### src/rtl/lut_cell_pkg.sv
package lut_cell_pkg;
  localparam int LE_LUT_K  = 4;
  localparam int LE_TBL_W  = 1 << LE_LUT_K;
  localparam int LE_CFG_W  = LE_TBL_W + 3;
  localparam int LE_CNT_W  = $clog2(LE_CFG_W + 1);

  typedef struct packed {
    logic                out_reg;
    logic                chain_sel;
    logic                arith;
    logic [LE_TBL_W-1:0] table_bits;
  } le_cfg_t;
endpackage

### src/rtl/lut_cell_cfg.sv
module lut_cell_cfg
  import lut_cell_pkg::*;
(
  input  logic    clk,
  input  logic    rst,
  input  logic    cfg_en,
  input  logic    cfg_din,
  output le_cfg_t cfg_q,
  output logic    ready
);
  logic [LE_CFG_W-1:0] word_q;
  logic [LE_CNT_W-1:0] cnt_q;
  logic                en_q;

  always_ff @(posedge clk) begin
    if (rst) begin
      word_q <= '0;
      cnt_q  <= '0;
      en_q   <= 1'b0;
    end else begin
      en_q <= cfg_en;
      if (cfg_en) begin
        word_q <= {cfg_din, word_q[LE_CFG_W-1:1]};
        if (!en_q)
          cnt_q <= LE_CNT_W'(1);
        else if (cnt_q != LE_CNT_W'(LE_CFG_W))
          cnt_q <= cnt_q + LE_CNT_W'(1);
      end
    end
  end

  assign cfg_q = le_cfg_t'(word_q);
  assign ready = !cfg_en && (cnt_q == LE_CNT_W'(LE_CFG_W));

  // configuration is frozen outside a load session
  a_r1_cfg_frozen: assert property (@(posedge clk) disable iff (rst)
    !cfg_en |=> $stable(word_q));
endmodule

### src/rtl/lut_cell_eval.sv
module lut_cell_eval
  import lut_cell_pkg::*;
(
  input  le_cfg_t             cfg,
  input  logic [LE_LUT_K-1:0] ins,
  input  logic                cin,
  output logic                value,
  output logic                carry
);
  localparam int HALF_W = LE_LUT_K - 1;

  logic [HALF_W-1:0] half_idx;

  always_comb begin
    half_idx = {cin, ins[LE_LUT_K-3:0]};
    if (cfg.arith) begin
      value = cfg.table_bits[{1'b0, half_idx}];
      carry = cfg.table_bits[{1'b1, half_idx}];
    end else begin
      value = cfg.table_bits[ins];
      carry = 1'b0;
    end
  end
endmodule

### src/rtl/lut_cell_reg.sv
module lut_cell_reg (
  input  logic clk,
  input  logic rst,
  input  logic aclr,
  input  logic ld_ok,
  input  logic ena,
  input  logic sel_chain,
  input  logic chain_in,
  input  logic lut_val,
  output logic q
);
  logic d;
  assign d = sel_chain ? chain_in : lut_val;

  always_ff @(posedge clk or posedge aclr) begin
    if (aclr)        q <= 1'b0;
    else if (rst)    q <= 1'b0;
    else if (!ld_ok) q <= 1'b0;
    else if (ena)    q <= d;
  end

  // a disabled register keeps its value
  a_r7_hold: assert property (@(posedge clk) disable iff (rst || aclr)
    (ld_ok && !ena) |=> $stable(q));
  // neighbour input is captured when selected
  a_r8_chain_load: assert property (@(posedge clk) disable iff (rst || aclr)
    (ld_ok && ena && sel_chain) |=> (q == $past(chain_in)));
endmodule

### src/rtl/lut_cell.sv
module lut_cell
  import lut_cell_pkg::*;
(
  input  logic                clk,
  input  logic                rst,
  input  logic                cfg_en,
  input  logic                cfg_din,
  input  logic                aclr,
  input  logic                ena,
  input  logic [LE_LUT_K-1:0] ins,
  input  logic                cin,
  input  logic                chain_in,
  output logic                le_out,
  output logic                reg_q,
  output logic                cout
);
  le_cfg_t cfg;
  logic    ready;
  logic    lut_val;
  logic    lut_carry;
  logic    q;

  lut_cell_cfg u_cfg (
    .clk(clk), .rst(rst), .cfg_en(cfg_en), .cfg_din(cfg_din),
    .cfg_q(cfg), .ready(ready)
  );

  lut_cell_eval u_eval (
    .cfg(cfg), .ins(ins), .cin(cin), .value(lut_val), .carry(lut_carry)
  );

  lut_cell_reg u_reg (
    .clk(clk), .rst(rst), .aclr(aclr), .ld_ok(ready), .ena(ena),
    .sel_chain(cfg.chain_sel), .chain_in(chain_in), .lut_val(lut_val),
    .q(q)
  );

  assign reg_q  = ready ? q : 1'b0;
  assign cout   = ready ? lut_carry : 1'b0;
  assign le_out = !ready ? 1'b0 : (cfg.out_reg ? q : lut_val);

  // outputs quiet until a full load session
  a_r2_quiet: assert property (@(posedge clk) disable iff (rst)
    !ready |-> (le_out == 1'b0 && reg_q == 1'b0 && cout == 1'b0));
  // registered output mirrors the register
  a_r9_regout: assert property (@(posedge clk) disable iff (rst)
    (ready && cfg.out_reg) |-> (le_out == reg_q));
endmodule

### config.mk
export PLATFORM = sky130hd
export DESIGN_NAME = lut_cell
export DESIGN_NICKNAME = d
export VERILOG_FILES = /design/src/rtl/lut_cell_pkg.sv /design/src/rtl/lut_cell_cfg.sv /design/src/rtl/lut_cell_eval.sv /design/src/rtl/lut_cell_reg.sv /design/src/rtl/lut_cell.sv
export SDC_FILE = /design/constraint.sdc
export NUM_CORES = 1
export LEC_CHECK = 0
export BUFFER_PORTS_ARGS = -buffer_cell sky130_fd_sc_hd__buf_2
export CAP_MARGIN = 15
export CORE_MARGIN = 1
export CORE_UTILIZATION = 57
export DETAILED_ROUTE_END_ITERATION = 8
export HOLD_SLACK_MARGIN = 0.08
export PLACE_DENSITY = 0.9
export SYNTH_ARGS = -nofsm -noshare
export SYNTH_HDL_FRONTEND = slang
export SYNTH_HIERARCHICAL = 1
export SYNTH_SLANG_ARGS = --single-unit
### constraint.sdc
create_clock -name clk -period 2.6 [get_ports clk]
set_clock_uncertainty 0.2 [all_clocks]
set_input_delay 0.13 -clock clk [delete_from_list [all_inputs] [get_ports clk]]
set_output_delay 0.13 -clock clk [all_outputs]
set_load 0.02 [all_outputs]
==> reports/qor.csv <==
stage;metric;value;unit
finish;areaGrowthSynthToFinish;14.9;%
grt;track_usage;24.6;%
critical_path;cp_max_fo;4;
placed_design;dp_hpwl;1900;µm
route;drt_wl_total;2810;µm
synth;ys_warn_count;6;
cts;h-tree-depth;1;
finish;fin_nets;164;
pwr;ir_worst_vdd;0.309;mV
synth;syn_avg_cell_area;10.6;µm²
cts;cts_max_path_buffers;2;
route;avgViaCountPerCell;5.97;
route;firstDrtPassIters;4;
cts;clk_latency;0.32;ns
critical_path;crit_path_top_delay_cell;mux4_2;
finish;final_util;70.1;%
sta;layout_min_cycle_time;2.44;ns
route;vias;1062;
synth;synthCells;127;
hold_path;hold_path_class;in -> reg;
pwr;p_leak;0.651;nW
placed_design;place_congestion;0.748;
sta;setup_tns;0;ns
finish;diodes;0;
flow_run;max_cap_viol_count;0;
sta;setup_slack;0.160;ns
synth;syn_area;1350;µm²
pwr;p_per_area;424;nW/µm²
grt;grt_pass1_vias;1069;
floorplan;die_x;50.6;µm
cts;numClockSinks;26;
sta;setup_viol;0;
placed_design;pre_cts_ws;0.453;ns
status;status;complete, no violations;
cts;cts_made_buffers;3;
floorplan;core-area;2210;µm²
floorplan;io_pins;15;
sta;hold_violations;0;
critical_path;crit_arrival;2.11;ns
sta;worstMarginPinSlew;0.480;ns
floorplan;start_util;61.0;%
floorplan;die_h;50.6;µm
route;drc;0;
critical_path;end_kind;output pin;
cts;cts_tree;yes;
sta;fmax;410;MHz
grt;antenna_found_initial;0;
sta;rsz0062_at_grt;no;
critical_path;crit_path_start_kind;flip-flop;
grt;grt_pass1_wl;4660;µm
route;wl_per_cell;15.8;µm
route;drt_iter0_markers;35;
critical_path;worst_path_largest_cell_delay;0.49;ns
grt;overflow;0;
floorplan;die_area;2560;µm²
synth;synth_nets;140;
route;postRouteAntennaNets;0;
synth;ys_seq_elements;26;
synth;synth_cell_types;31;
pwr;power;657;µW
critical_path;critPathBufInv;1;
synth;yosysSeqAreaShare;39.0;%
cts;path_clk_slew;0.13;ns
critical_path;critPathRequiredTime;2.27;ns
critical_path;crit_chain;mux4_2 -> and3b_1 -> a2111oi_1 -> a31oi_1 -> mux2i_1 -> nor2b_1 -> buf_2;
placed_design;io_buffers;14;
sta;relSlewSlack;68.0;%
critical_path;crit_type;reg -> out;
critical_path;cp_top_family;multiplexers;
floorplan;rows;17;
grt;grt_max_degree;28;
cts;clockRootBuffer;clkbuf_4;
sta;min_period_over_period;93.9;%
finish;drive_above_1_share;16.0;%
critical_path;reg2reg_slack;0.57;ns
sta;slew_violations;0;
state kept, by name, indices dropped and copies added (netlist names):
register and count:
u_cfg/cfg_q 19, u_cfg/cnt_q 5, u_cfg/en_q 1, u_reg/q 1
logic make-up after synthesis:
kind of cell | after synthesis | synth area share, %
buf+inv | 9 | 3.62
flops | 26 | 39.0
fa+ha+maj | 1 | 0.927
simple gates | 46 | 18.3
mux | 32 | 31.4
compound gates | 13 | 6.77
cell usage in the layout, fill, tap and decap left out, types with 2 or more instances in the layout:
cell type and instances:
dfxtp_1 25, mux2i_1 24, nor2_1 21, buf_2 14
dlygate4sd3_1 10, nor2b_1 5, nand2_1 5, nand3_1 4
a31oi_1 4, mux4_1 4, and2_1 3, clkbuf_4 3
inv_1 3, a21oi_1 3, mux4_2 3, o21ai_0 2
synthesized netlist by cell type:
cell type | count | area [µm²]
dfxtp_1 | 25 | 500
mux2i_1 | 24 | 240
nor2_1 | 21 | 78.8
nand2_1 | 5 | 18.8
nor2b_1 | 5 | 31.3
a31oi_1 | 4 | 25.0
mux4_1 | 4 | 105
nand3_1 | 4 | 20.0
a21oi_1 | 3 | 15.0
and2_1 | 3 | 18.8
clkbuf_1 | 3 | 11.3
inv_1 | 3 | 11.3
mux4_2 | 3 | 67.6
buf_4 | 2 | 15.0
o21ai_0 | 2 | 10.0
a2111oi_0 | 1 | 8.76
a2111oi_1 | 1 | 10.0
a2111oi_2 | 1 | 15.0
and3b_1 | 1 | 8.76
buf_6 | 1 | 11.3
dfrtp_1 | 1 | 25.0
ha_1 | 1 | 12.5
mux2_2 | 1 | 11.3
nand2b_1 | 1 | 6.26
nand3b_1 | 1 | 7.51
nor3b_1 | 1 | 7.51
nor4bb_4 | 1 | 25.0
o211ai_1 | 1 | 7.51
or3_1 | 1 | 6.26
or4_1 | 1 | 7.51
or4b_1 | 1 | 10.0
power breakdown:
group	switching (mW)	internal [mW]	leakage, nW
Clock	0.117	0.0601	0.0150
Combinational	0.0347	0.0361	0.420
Sequential	0.00598	0.404	0.216
Total	0.157	0.500	0.651
routing by layer:
| metal | track usage (%) | wire length [µm] |
|---|---|---|
| met2 | 41.6 | 1410 |
| met4 | 12.0 | 60 |
| met1 | 30.0 | 1210 |
| met5 | 0 | 0 |
| met3 | 4.24 | 133 |
worst reg2reg max path, cell delays in order, from the launching register on:
cell and delay [ns]:
dfxtp_1 0.36, mux4_2 0.49, and3b_1 0.20, a2111oi_1 0.31, a31oi_1 0.10, mux2i_1 0.18, a2111oi_2 0.09
through the flow:
step,hold slack [ns],std cells,instance area [µm²]
5_1_grt,0.181,178,1550
3_3_place_gp,-0.237,164,1420
2_1_floorplan,-0.341,127,1350
6_report,0.137,178,1550
4_1_cts,0.138,178,1550
3_5_place_dp,-0.234,164,1420
timing repair:
action / CTS / global route
buffers inserted: 0 / 0
resized for setup: 0 / 0
endpoints found under the hold margin: 25 / 0
hold buffers: 10 / 0
layout make-up:
cell class                      count  area [µm²]
Clock buffer                        4        26.3
Fill cell                         157         662
Inverter                            3        11.3
Multi-Input combinational cell     92         774
Sequential cell                    26         526
Tap cell                           28        35.0
Timing Repair Buffer               25         178
final timing paths:
check                                     start        endpoint  cells past startpoint
worst max-delay path            u_cfg/cfg_q[14]          le_out                      7
worst min-delay path                     ins[0]         u_reg/q                      4
worst max register to register  u_cfg/cfg_q[14]         u_reg/q                      6
worst min register to register   u_cfg/cnt_q[1]  u_cfg/cnt_q[1]                      2
max in group asynchronous                  aclr         u_reg/q                      4
min in group asynchronous                  aclr         u_reg/q                      4
No activity file was read; power rests on OpenSTA's default activity.
